$ cat src/rtl/xirq_pkg.sv
package xirq_pkg;

   // Sense field encoding, two bits per request source.
   typedef enum logic [1:0] {
      SNS_FALL = 2'b00,
      SNS_RISE = 2'b01,
      SNS_LOW  = 2'b10,
      SNS_RSVD = 2'b11
   } sense_e;

   localparam int SENSE_W = 2;

   // A sense field selects level detection when its upper bit is set.
   function automatic logic is_level(input logic [SENSE_W-1:0] f);
      return f[SENSE_W-1];
   endfunction

endpackage

$ cat src/rtl/xirq_sync.sv
module xirq_sync #(
   parameter int           W       = 7,
   parameter int           STAGES  = 2,
   parameter logic [W-1:0] RST_VAL = '0
) (
   input  logic         clk,
   input  logic         rst_n,
   input  logic         srst,
   input  logic [W-1:0] d,
   output logic [W-1:0] q
);
   logic [W-1:0] stg [STAGES];

   for (genvar s = 0; s < STAGES; s++) begin : g_stage
      always_ff @(posedge clk or negedge rst_n) begin
         if (!rst_n)     stg[s] <= RST_VAL;
         else if (srst)  stg[s] <= RST_VAL;
         else if (s == 0) stg[s] <= d;
         else            stg[s] <= stg[(s == 0) ? 0 : s-1];
      end
   end

   assign q = stg[STAGES-1];
endmodule

$ cat src/rtl/xirq_cfg_reg.sv
module xirq_cfg_reg #(
   parameter int           W       = 16,
   parameter logic [W-1:0] RST_VAL = 16'h4000
) (
   input  logic         clk,
   input  logic         rst_n,
   input  logic         srst,
   input  logic         we,
   input  logic [W-1:0] wdata,
   output logic [W-1:0] q
);
   always_ff @(posedge clk or negedge rst_n) begin
      if (!rst_n)    q <= RST_VAL;
      else if (srst) q <= RST_VAL;
      else if (we)   q <= wdata;
   end
endmodule

$ cat src/rtl/xirq_src_cell.sv
module xirq_src_cell
   import xirq_pkg::*;
#(
   parameter bit   ENCODABLE = 1'b0,
   parameter logic PREV_RST  = 1'b1
) (
   input  logic               clk,
   input  logic               rst_n,
   input  logic               srst,
   input  logic               pin_s,
   input  logic [SENSE_W-1:0] sense,
   input  logic               enc_mode,
   input  logic               clr,
   output logic               req
);
   logic prev_q, pend_q, pend_d;
   logic rise, fall, hit, lvl_mode, suppress;

   assign rise     = pin_s & ~prev_q;
   assign fall     = ~pin_s & prev_q;
   assign lvl_mode = is_level(sense);
   assign hit      = (sense == SNS_FALL) ? fall : rise;
   assign suppress = ENCODABLE & enc_mode;

   // A new edge wins over a clear strobe in the same cycle.
   always_comb begin
      if (lvl_mode || suppress) pend_d = 1'b0;
      else                      pend_d = hit | (pend_q & ~clr);
   end

   always_ff @(posedge clk or negedge rst_n) begin
      if (!rst_n) begin
         prev_q <= PREV_RST;
         pend_q <= 1'b0;
      end else if (srst) begin
         prev_q <= PREV_RST;
         pend_q <= 1'b0;
      end else begin
         prev_q <= pin_s;
         pend_q <= pend_d;
      end
   end

   assign req = suppress ? 1'b0 : (lvl_mode ? ~pin_s : pend_q);
endmodule

$ cat src/rtl/xirq_sense_ctrl.sv
module xirq_sense_ctrl
   import xirq_pkg::*;
#(
   parameter int NUM_SRC     = 6,
   parameter int ENC_W       = 4,
   parameter int SYNC_STAGES = 2,
   parameter int CFG_W       = 16,
   parameter logic [CFG_W-1:0] CFG_RST = 16'h4000,
   parameter int ALLMASK_POS = 15,
   parameter int ENC_POS     = 14,
   parameter int NMIBLK_POS  = 13
) (
   input  logic               clk,
   input  logic               rst_n,
   input  logic               man_rst,
   input  logic               reg_we,
   input  logic [CFG_W-1:0]   reg_wdata,
   output logic [CFG_W-1:0]   reg_rdata,
   input  logic [NUM_SRC-1:0] irq_pin,
   input  logic               nmi_pin,
   input  logic               blk_bit,
   input  logic [NUM_SRC-1:0] src_clr,
   input  logic               nmi_clr,
   output logic [NUM_SRC-1:0] src_pend,
   output logic [ENC_W-1:0]   irl_level,
   output logic               nmi_req
);
   localparam int FIELD_TOP = NUM_SRC * SENSE_W;
   localparam int SYNC_W    = NUM_SRC + 1;
   localparam logic [SYNC_W-1:0] SYNC_RST = {1'b0, {NUM_SRC{1'b1}}};

   if (ENC_W > NUM_SRC) begin : g_bad_enc
      $error("ENC_W must not exceed NUM_SRC");
   end
   if (FIELD_TOP > NMIBLK_POS) begin : g_bad_fields
      $error("sense fields overlap the control bits");
   end
   if (SYNC_STAGES < 2) begin : g_bad_sync
      $error("SYNC_STAGES must be at least 2");
   end

   logic [CFG_W-1:0]   cfg_q;
   logic [SYNC_W-1:0]  sync_q;
   logic [NUM_SRC-1:0] pin_s;
   logic               nmi_lvl;
   logic [NUM_SRC-1:0] src_raw;
   logic               nmi_hit;
   logic               all_mask, enc_mode, nmi_any, gate_all;

   xirq_cfg_reg #(.W(CFG_W), .RST_VAL(CFG_RST)) u_cfg (
      .clk(clk), .rst_n(rst_n), .srst(man_rst),
      .we(reg_we), .wdata(reg_wdata), .q(cfg_q)
   );

   xirq_sync #(.W(SYNC_W), .STAGES(SYNC_STAGES), .RST_VAL(SYNC_RST)) u_sync (
      .clk(clk), .rst_n(rst_n), .srst(man_rst),
      .d({nmi_pin, irq_pin}), .q(sync_q)
   );

   assign pin_s    = sync_q[NUM_SRC-1:0];
   assign nmi_lvl  = sync_q[NUM_SRC];
   assign all_mask = cfg_q[ALLMASK_POS];
   assign enc_mode = cfg_q[ENC_POS];
   assign nmi_any  = cfg_q[NMIBLK_POS];
   assign gate_all = all_mask & ~nmi_lvl;

   for (genvar i = 0; i < NUM_SRC; i++) begin : g_src
      if (i < ENC_W) begin : g_enc
         xirq_src_cell #(.ENCODABLE(1'b1), .PREV_RST(1'b1)) u_cell (
            .clk(clk), .rst_n(rst_n), .srst(man_rst), .pin_s(pin_s[i]),
            .sense(cfg_q[i*SENSE_W +: SENSE_W]), .enc_mode(enc_mode),
            .clr(src_clr[i]), .req(src_raw[i])
         );
      end else begin : g_plain
         xirq_src_cell #(.ENCODABLE(1'b0), .PREV_RST(1'b1)) u_cell (
            .clk(clk), .rst_n(rst_n), .srst(man_rst), .pin_s(pin_s[i]),
            .sense(cfg_q[i*SENSE_W +: SENSE_W]), .enc_mode(enc_mode),
            .clr(src_clr[i]), .req(src_raw[i])
         );
      end
   end

   xirq_src_cell #(.ENCODABLE(1'b0), .PREV_RST(1'b0)) u_nmi (
      .clk(clk), .rst_n(rst_n), .srst(man_rst), .pin_s(nmi_lvl),
      .sense(SNS_RISE), .enc_mode(1'b0), .clr(nmi_clr), .req(nmi_hit)
   );

   assign src_pend  = src_raw & {NUM_SRC{~gate_all}};
   assign irl_level = (enc_mode && !gate_all) ? ~pin_s[ENC_W-1:0] : '0;
   assign nmi_req   = nmi_hit & (nmi_any | ~blk_bit);
   assign reg_rdata = cfg_q;
endmodule


$ cat config.mk
export PLATFORM = sky130hd
export DESIGN_NAME = xirq_sense_ctrl
export DESIGN_NICKNAME = d
export VERILOG_FILES = /design/src/rtl/xirq_pkg.sv /design/src/rtl/xirq_sync.sv /design/src/rtl/xirq_cfg_reg.sv /design/src/rtl/xirq_src_cell.sv /design/src/rtl/xirq_sense_ctrl.sv
export SDC_FILE = /design/constraint.sdc
export NUM_CORES = 1
export LEC_CHECK = 0
export BUFFER_PORTS_ARGS = -buffer_cell sky130_fd_sc_hd__buf_2
export CAP_MARGIN = 10
export CORE_ASPECT_RATIO = 0.7
export CORE_MARGIN = 2
export CORE_UTILIZATION = 51
export CTS_CLUSTER_SIZE = 8
export DETAILED_ROUTE_END_ITERATION = 10
export PLACE_DENSITY = 0.81
export SYNTH_ARGS = -nofsm -noshare
export SYNTH_HDL_FRONTEND = slang
export SYNTH_HIERARCHICAL = 1
export SYNTH_SLANG_ARGS = --single-unit
$ cat constraint.sdc
create_clock -name clk -period 1.6 [get_ports clk]
set_clock_uncertainty 0.15 [all_clocks]
set_input_delay 0 -clock clk [delete_from_list [all_inputs] [get_ports clk]]
set_output_delay 0 -clock clk [all_outputs]
set_load 0.01 [all_outputs]
**Yosys cells after proc, flatten, opt, wreduce, memory -nomap -nowiden**

Index checks and enable logic that the tools add are counted.

- Output and inout port bits: 27
- Word-level logic and storage cells: 126
- Bits in registers: 44
- Input bits: 35

- Reductions and logical operators: 13
- Bitwise gates (word level): 55
- Muxes and demuxes: 41

Operator list:

| operator | count |
|---|---|
| $mux 1 | 36 |
| $mux 16 | 2 |
| $not 1->1 | 23 |
| $and 1x1->1 | 22 |
| $mux 7 | 2 |
| $logic_not 2->1 | 6 |
| $or 1x1->1 | 8 |
| $and 6x6->6 | 1 |
| $logic_or 1x1->1 | 4 |
| $mux 4 | 1 |
| $not 4->4 | 1 |
| $reduce_bool 2->1 | 1 |
| $logic_and 1x1->1 | 1 |
| $logic_not 1->1 | 1 |

**Logic depth before layout (Yosys ltp)**

Gate-level depths: netlist (run 1).

- Depth in word-level cells: 6
- Mapped depth: 4
- Gate-level depth less buffers: 3

**Hierarchy**

Netlist (run 1), hierarchy kept.

By module, submodules not included:

| module | area an instance (um2) | sequential area each (um2) | cells an instance | instances |
|---|---|---|---|---|
| xirq_cfg_reg | 663.1 | 401.6 | 52 | 1 |
| xirq_sync | 521.8 | 365.4 | 36 | 1 |
| xirq_src_cell (g_src[0].g_enc.u_cell ...) | 110.1 | 51.3 | 11 | 4 |
| xirq_src_cell (g_src[4].g_plain.u_cell ...) | 102.6 | 51.3 | 9 | 2 |
| xirq_sense_ctrl | 133.9 | 0.0 | 16 | 1 |
| xirq_src_cell (u_nmi) | 101.3 | 50.0 | 9 | 1 |

**Worst setup path after synthesis (run 1)**

OpenSTA, ideal clock, no wires.

- Kind: register to register
- Start point: register g_src[4].g_plain.u_cell.prev_q
- End point: register g_src[4].g_plain.u_cell.pend_q
- Cell stages (with the launch flop): 3
- Clock period less this slack: 1.310 ns
- Arrival time: 1.061 ns
- Required time: 1.351 ns
- Slack: 0.290 ns
- Path buffers: 0
- Library setup time: 0.099 ns
- Path through: dfstp_2 > or3b_1 > a311oi_1

- Longest elaborated chain between the ends: 6
- Elaborated cells between the ends (all ways): 7
- Classes of those cells: mux: 3; bitwise: 4

Ends and longest elaborated chain:

| what | line | source |
|---|---|---|
| from (decl) | xirq_src_cell.sv:16 | `logic prev_q, pend_q, pend_d;` |
| from (signal assigned) | xirq_src_cell.sv:39 | `prev_q <= pin_s;` |
| $not 1->1 | xirq_src_cell.sv:19 | `assign rise = pin_s & ~prev_q;` |
| $and 1x1->1 | xirq_src_cell.sv:19 |  |
| $mux 1 * | xirq_src_cell.sv:22 | `assign hit = (sense == SNS_FALL) ? fall : rise;` |
| $or 1x1->1 * | xirq_src_cell.sv:28 | `else pend_d = hit \| (pend_q & ~clr);` |
| $mux 1 * | xirq_src_cell.sv:27 | `if (lvl_mode \|\| suppress) pend_d = 1'b0;` |
| $mux 1 * | xirq_src_cell.sv:35 | `end else if (srst) begin` |
| to (signal assigned) | xirq_src_cell.sv:40 | `pend_q <= pend_d;` |
| to (decl) | xirq_src_cell.sv:16 |  |

Mark *: on every way between the ends. The rest lies on a longest branch, timed or not.
A chain may end at the register's enable or synchronous reset.

**Final worst setup path (run 1)**

- Start point: register u_sync.stg, in the netlist u_sync/q[3]
- End point: output port src_pend[3]

- Longest elaborated chain between the ends: 4

Ends and longest elaborated chain:

| what | line | source |
|---|---|---|
| from (decl) | xirq_sync.sv:12 | `logic [W-1:0] stg [STAGES];` |
| from (signal, indexed assignment) | xirq_sync.sv:19 | `else stg[s] <= stg[(s == 0) ? 0 : s-1];` |
| $not 1->1 | xirq_src_cell.sv:44 | `assign req = suppress ? 1'b0 : (lvl_mode ? ~pin_s : pend_q);` |
| $mux 1 (2 in series) | xirq_src_cell.sv:44 |  |
| named net src_raw[3] | xirq_sense_ctrl.sv:46 | `logic [NUM_SRC-1:0] src_raw;` |
| $and 6x6->6 | xirq_sense_ctrl.sv:88 | `assign src_pend = src_raw & {NUM_SRC{~gate_all}};` |
| to (decl) | xirq_sense_ctrl.sv:24 | `output logic [NUM_SRC-1:0] src_pend,` |

The timed path passes the listed nets, and every way through them passes these cells.

==> flow_summary.json, run 1 <==
{
  "irDropWorstVdd_uv": 583,
  "min_period_ns": 1.48,
  "grt_pass1_wl_um": 6730,
  "netlist_area_mm2": 0.00207,
  "fillCellCount": 295,
  "drv_cap": 0,
  "antenna_cells": 0,
  "wirelength_um": 4190,
  "fin_area_mm2": 0.00277,
  "htree_num_levels": 2,
  "die_h_um": 57.3,
  "yosysWarnings": 6,
  "drv_slew": 0,
  "cts_buffers": 5,
  "first_iter_violations": 104,
  "synth.avg_cell_area_um2": 11.8,
  "first_pass_iters": 4,
  "port_buffers": 61,
  "die_area_mm2": 0.00458,
  "synthMuxAreaShare_pct": 8.72,
  "fmax_mhz": 677,
  "finalHoldViolCount": 0,
  "netlist_instances": 175,
  "endpoint_kind": "primary output",
  "drc": 0,
  "tritoncts": "yes",
  "clock-root-buffer": "clkbuf_8",
  "layout-drive-gt1-share_pct": 37.1,
  "synth-edff-count": 0,
  "start_util_pct": 53.0,
  "postRouteAntennaNets": 0,
  "synth_fa_ha_area_share_pct": 0,
  "grt_overflow": 0,
  "ys_ff_latch": 44,
  "setup_tns_ns": 0,
  "power.density_mw_per_mm2": 794,
  "reg2reg_from": "g_src[5].g_plain.u_cell/prev_q$_DFF_PN1_",
  "hold_start": "man_rst",
  "post-dp-hpwl_um": 2620,
  "synth_top_family_by_area": "simple AND/OR/NAND/NOR gates",
  "synth_ff_type": "dfrtp_1",
  "cts_buffer_depth": 2,
  "die_w_um": 80.1,
  "syn2layout_area_growth_pct": 34.1,
  "grt_max_degree": 45,
  "cts_resized": 0,
  "synth_compound_area_share_pct": 4.24,
  "status": "complete, no violations",
  "clock_sinks": 44,
  "relSlewSlack_pct": 54.8,
  "leakage_uw": 0.00129,
  "placeableCoreArea_mm2": 0.00390,
  "worstPathArrival_ns": 1.33,
  "synthArstFlopShare_pct": 100,
  "rsz0062_at_grt": "false",
  "vias": 1519,
  "synth-simple-area-share_pct": 26.5,
  "routabilityCongestion": 0.852,
  "min_path_type": "input pin to register",
  "clk_latency_ns": 0.29,
  "viasPerCell": 4.76,
  "crit_fanout": 5,
  "r2r_setup_slack_ns": 0.18,
  "placed_area_mm2": 0.00236,
  "antenna_found_initial": 0,
  "wl_per_cell_um": 13.1,
  "post_synth_xor_area_fraction_pct": 0,
  "setup_viol": 0,
  "worstMarginPinSlew_ns": 0.678,
  "synth_cell_types": 28,
  "ioPinCount": 62,
  "grt_pass1_vias": 1459,
  "worstPathRequired_ns": 1.45,
  "crit_path_start": "u_sync/q[3]$_DFF_PN1_",
  "crit_path_start_kind": "register",
  "hold_ws_ns": 0.104,
  "clk_pin_slew_ns": 0.07,
  "grt_usage_pct": 19.7,
  "criticalPathCategory": "register to primary output",
  "nets": 301,
  "yosysSeqAreaShare_pct": 54.5,
  "num_rows": 19,
  "post-route-period-util_pct": 92.3
}
[layer usage]
| metal | GRT usage, % | wire length [um] | vias up | part of all wire, % |
|---|---|---|---|---|
| met2 | 31.9 | 2080 | 33 | 50 |
| met4 | 7.26 | 34 | 0 | 0.81 |
| met5 | 0 | 0 | - | 0 |
| li1 | - | - | 758 | - |
| met3 | 4.27 | 162 | 5 | 3.9 |
| met1 | 26.5 | 1910 | 723 | 46 |
[state kept, by name (all words and copies together) (netlist names)]
name,count
g_src.g_enc.u_cell/pend_q,4
g_src.g_enc.u_cell/prev_q,4
g_src.g_plain.u_cell/pend_q,2
g_src.g_plain.u_cell/prev_q,2
u_cfg/q,16
u_nmi/pend_q,1
u_nmi/prev_q,1
u_sync/q,7
u_sync/stg,7
[logic make-up after synthesis]
group,Yosys count
AND/OR/NAND/NOR,82
flip-flops,44
multiplexers,18
buffers and inverters,16
AO/OA/AOI/OAI,13
other,2
[where the power goes]
| part | total [uW] | internal, uW | switching, uW |
|---|---|---|---|
| clock | 683 | 352 | 331 |
| combinational | 300 | 170 | 129 |
| sequential | 1220 | 1170 | 43.2 |
[metrics by stage]
step	utilization (%)	total power [uW]	setup slack [ns]	cells
after floorplan	-	1370	0.290	177
after global placement	60.5	1470	0.274	279
after detailed placement	60.5	1480	0.152	279
after CTS	71.1	2220	0.0996	319
after global routing	71.1	2320	0.0512	319
final	71.1	2200	0.122	319
[synth_stat cells, types with 6 or more instances]
cell	instances	area (um^2)
nor2_1	15	56.3
or2_1	14	87.6
nand3b_1	7	52.6
nand2b_1	15	93.8
or3b_1	7	61.3
and2_1	6	37.5
dfrtp_1	25	626
mux2i_1	18	180
buf_4	7	52.6
dfstp_2	19	499
[cell usage in the layout (no fill, tap or decap), drive strengths merged]
cell type | Yosys | layout
a21oi | 4 | 4
a211o | 1 | 1
buf | 12 | 62
or3b | 7 | 7
nor2 | 15 | 15
nor3b | 4 | 4
dfstp | 19 | 19
a311oi | 3 | 3
nand3b | 7 | 7
a21boi | 1 | 1
or3 | 4 | 4
or2 | 18 | 18
mux2i | 18 | 18
clkbuf | 0 | 8
a31oi | 4 | 4
and2b | 2 | 2
and2 | 6 | 6
nor2b | 3 | 3
inv | 4 | 4
nand2b | 16 | 16
dlygate4sd3 | 0 | 32
conb | 2 | 4
dfrtp | 25 | 25
[worst paths after layout]
check / to / cells past startpoint
setup reg to reg: g_src[5].g_plain.u_cell/pend_q$_DFF_PN0_ / 2
min in group asynchronous: u_sync/stg[8]$_DFF_PN1_ / 2
hold / removal: u_cfg/q[7]$_DFFE_PN0P_ / 2
max in group asynchronous: u_sync/stg[13]$_DFF_PN0_ / 3
hold reg to reg: u_sync/q[6]$_DFF_PN0_ / 1
setup / recovery: src_pend[3] / 4
[worst max-delay path: stages, from the launching register on]
cell      delay, ns
dfstp_2        0.58
nand2b_1       0.11
a21oi_1        0.06
and2_1         0.15
buf_2          0.14
[final cells by class]
class	instances	area (um^2)	share of cell area (%)
repair buffers	94	646	23.3
clock buffers	8	90.1	3.25
multi-input cells	117	830	29.9
inverters	4	15.0	0.542
well taps	52	65.1	2.35
flip-flops and latches	44	1120	40.6
[timing repair]
item	in CTS	in global routing
hold buffers	32	0
endpoints found under the hold margin	74	0
buffers inserted	0	0
(Power assumes the default switching activity.)
==> run 2, diff against run 1 <==
--- a/config.mk
+++ b/config.mk
@@ -12,7 +12,7 @@
 export CORE_UTILIZATION = 51
 export CTS_CLUSTER_SIZE = 8
 export DETAILED_ROUTE_END_ITERATION = 10
-export PLACE_DENSITY = 0.81
+export PLACE_DENSITY = 0.79
 export SYNTH_ARGS = -nofsm -noshare
 export SYNTH_HDL_FRONTEND = slang
 export SYNTH_HIERARCHICAL = 1
==> run 2 against run 1 <==
  * Via count is 1.4% lower
  * Largest power group unchanged
  * Combinational power shrank 2%
  * Maximum frequency rose by 0.80%
  * Largest cell class unchanged
  * Global-route usage increased by 0.75 points
  * Register-to-register slack improved by 0.02 ns
  * Utilization is 0.13 points lower
  * First-iteration DRC count shrank 11%
==> flow_summary.json, run 2 (same netlist as run 1, synthesis figures left out) <==
{
  "status": "complete, no violations",
  "placeableCoreArea_mm2": 0.00390,
  "cts_buffer_depth": 2,
  "first_pass_iters": 4,
  "htree_num_levels": 2,
  "grt_max_degree": 45,
  "rsz0062_at_grt": "false",
  "grt_pass1_wl_um": 7110,
  "post-route-period-util_pct": 91.6,
  "cts_resized": 0,
  "endpoint_kind": "primary output",
  "reg2reg_from": "g_src[4].g_plain.u_cell/prev_q$_DFF_PN1_",
  "relSlewSlack_pct": 53.0,
  "pre_cts_ws_ns": 0.200,
  "postCtsHoldBufs": 31,
  "die_w_um": 80.1,
  "slowest_delay_ns": 0.67,
  "ioPinCount": 62,
  "start_util_pct": 53.0,
  "layout_common_cells": "61 x buf_2, 31 x dlygate4sd3_1, 25 x dfrtp_1, 19 x dfstp_2, 18 x mux2i_1",
  "antenna_found_initial": 0,
  "syn2layout_area_growth_pct": 33.9,
  "grt_overflow": 0,
  "min_delay_worst_endpoint": "u_cfg/q[2]$_DFFE_PN0P_",
  "min_path_type": "input pin to register",
  "post-dp-hpwl_um": 2520,
  "irDropWorstVdd_uv": 678,
  "reg_top3": "u_cfg/q (16), u_sync/q (7), u_sync/stg (7)",
  "die_h_um": 57.3,
  "cp_slowest_cell": "dfstp_2",
  "leakage_uw": 0.00129,
  "clock-root-buffer": "clkbuf_8",
  "drc": 0,
  "cts_buffers": 5,
  "power.total_uw": 2330,
  "grt_pass1_vias": 1530,
  "r2r_end": "g_src[4].g_plain.u_cell/pend_q$_DFF_PN0_",
  "min_path_cells": 2,
  "setup_tns_ns": 0,
  "power.density_mw_per_mm2": 842,
  "crit_chain": "nor3b_2 -> buf_2",
  "postCtsSetupRepairBufs": 0,
  "fmax_mhz": 682,
  "drv_slew": 0,
  "clock_sinks": 44,
  "finalHoldViolCount": 0,
  "layout_commonest_cell": "buf_2",
  "first_iter_violations": 93,
  "viasPerCell": 4.71,
  "grt_usage_pct": 20.5,
  "vias": 1498,
  "regMostFlops": "u_cfg/q",
  "largest_reg_flops": 16,
  "placed_area_mm2": 0.00235,
  "utilization_pct": 70.9,
  "clk_latency_ns": 0.29,
  "setup_viol": 0,
  "crit_path_start_kind": "register",
  "reg2reg_depth": 2,
  "criticalPathCategory": "register to primary output",
  "crit_fanout": 14,
  "layout-drive-gt1-share_pct": 37.6,
  "clk_pin_slew_ns": 0.08,
  "worstPathRequired_ns": 1.45,
  "wl_per_cell_um": 13.5,
  "routabilityCongestion": 0.716,
  "wirelength_um": 4280,
  "antenna_cells": 0,
  "worstPathArrival_ns": 1.32,
  "postRouteAntennaNets": 0,
  "drv_cap": 0,
  "layout_setup_ws_ns": 0.134,
  "port_buffers": 61,
  "die_area_mm2": 0.00458,
  "fin_area_mm2": 0.00277,
  "min_period_ns": 1.47,
  "worstMarginPinSlew_ns": 0.704,
  "cp_num_buf_inv": 1,
  "nets": 300,
  "r2r_setup_slack_ns": 0.20,
  "tritoncts": "yes",
  "hold_start": "man_rst",
  "cp_top_family": "flip-flops",
  "num_rows": 19
}
==> run 2: power breakdown <==
group / internal (uW) / leakage [uW] / switching (uW) / total, uW
clock network: 463 / 0.0000552 / 355 / 818
registers: 1170 / 0.000536 / 44.1 / 1220
logic: 165 / 0.000695 / 128 / 294
==> run 2: final cells by class <==
cell class              count  area, um^2
flip-flops and latches     44        1120
clock inverters             2        35.0
repair buffers             93         623
multi-input cells         117         830
fillers                   296        1130
well taps                  52        65.1
inverters                   4        15.0
clock buffers               6        72.6
==> run 2: worst max-delay path by stage <==
| stage | start | endpoint | depth (start not counted) |
|---|---|---|---|
| 2_1_floorplan | g_src[4].g_plain.u_cell/prev_q$_DFF_PN1_ | g_src[4].g_plain.u_cell/pend_q$_DFF_PN0_ | 2 |
| 3_3_place_gp | g_src[5].g_plain.u_cell/prev_q$_DFF_PN1_ | g_src[5].g_plain.u_cell/pend_q$_DFF_PN0_ | 2 |
| 3_5_place_dp | g_src[4].g_plain.u_cell/prev_q$_DFF_PN1_ | g_src[4].g_plain.u_cell/pend_q$_DFF_PN0_ | 2 |
| 4_1_cts | u_cfg/q[14]$_DFFE_PN1P_ | irl_level[1] | 2 |
| 5_1_grt | u_sync/q[2]$_DFF_PN1_ | src_pend[2] | 4 |
| 6_report | u_cfg/q[14]$_DFFE_PN1P_ | irl_level[1] | 2 |
==> run 2: layer usage <==
layer / vias to the layer above / routed length (um) / track usage, %
met5: - / 0 / 0
met4: 0 / 86 / 7.26
met1: 696 / 1950 / 27.4
met2: 40 / 2070 / 32.7
met3: 9 / 172 / 5.22
li1: 753 / - / -
==> run 2: metrics by stage <==
stage	std cells	hold slack, ns
detailed placement	279	-0.0459
floorplan	177	-0.446
finish	318	0.109
global placement	279	-0.0492
global route	318	0.124
CTS	318	0.0923
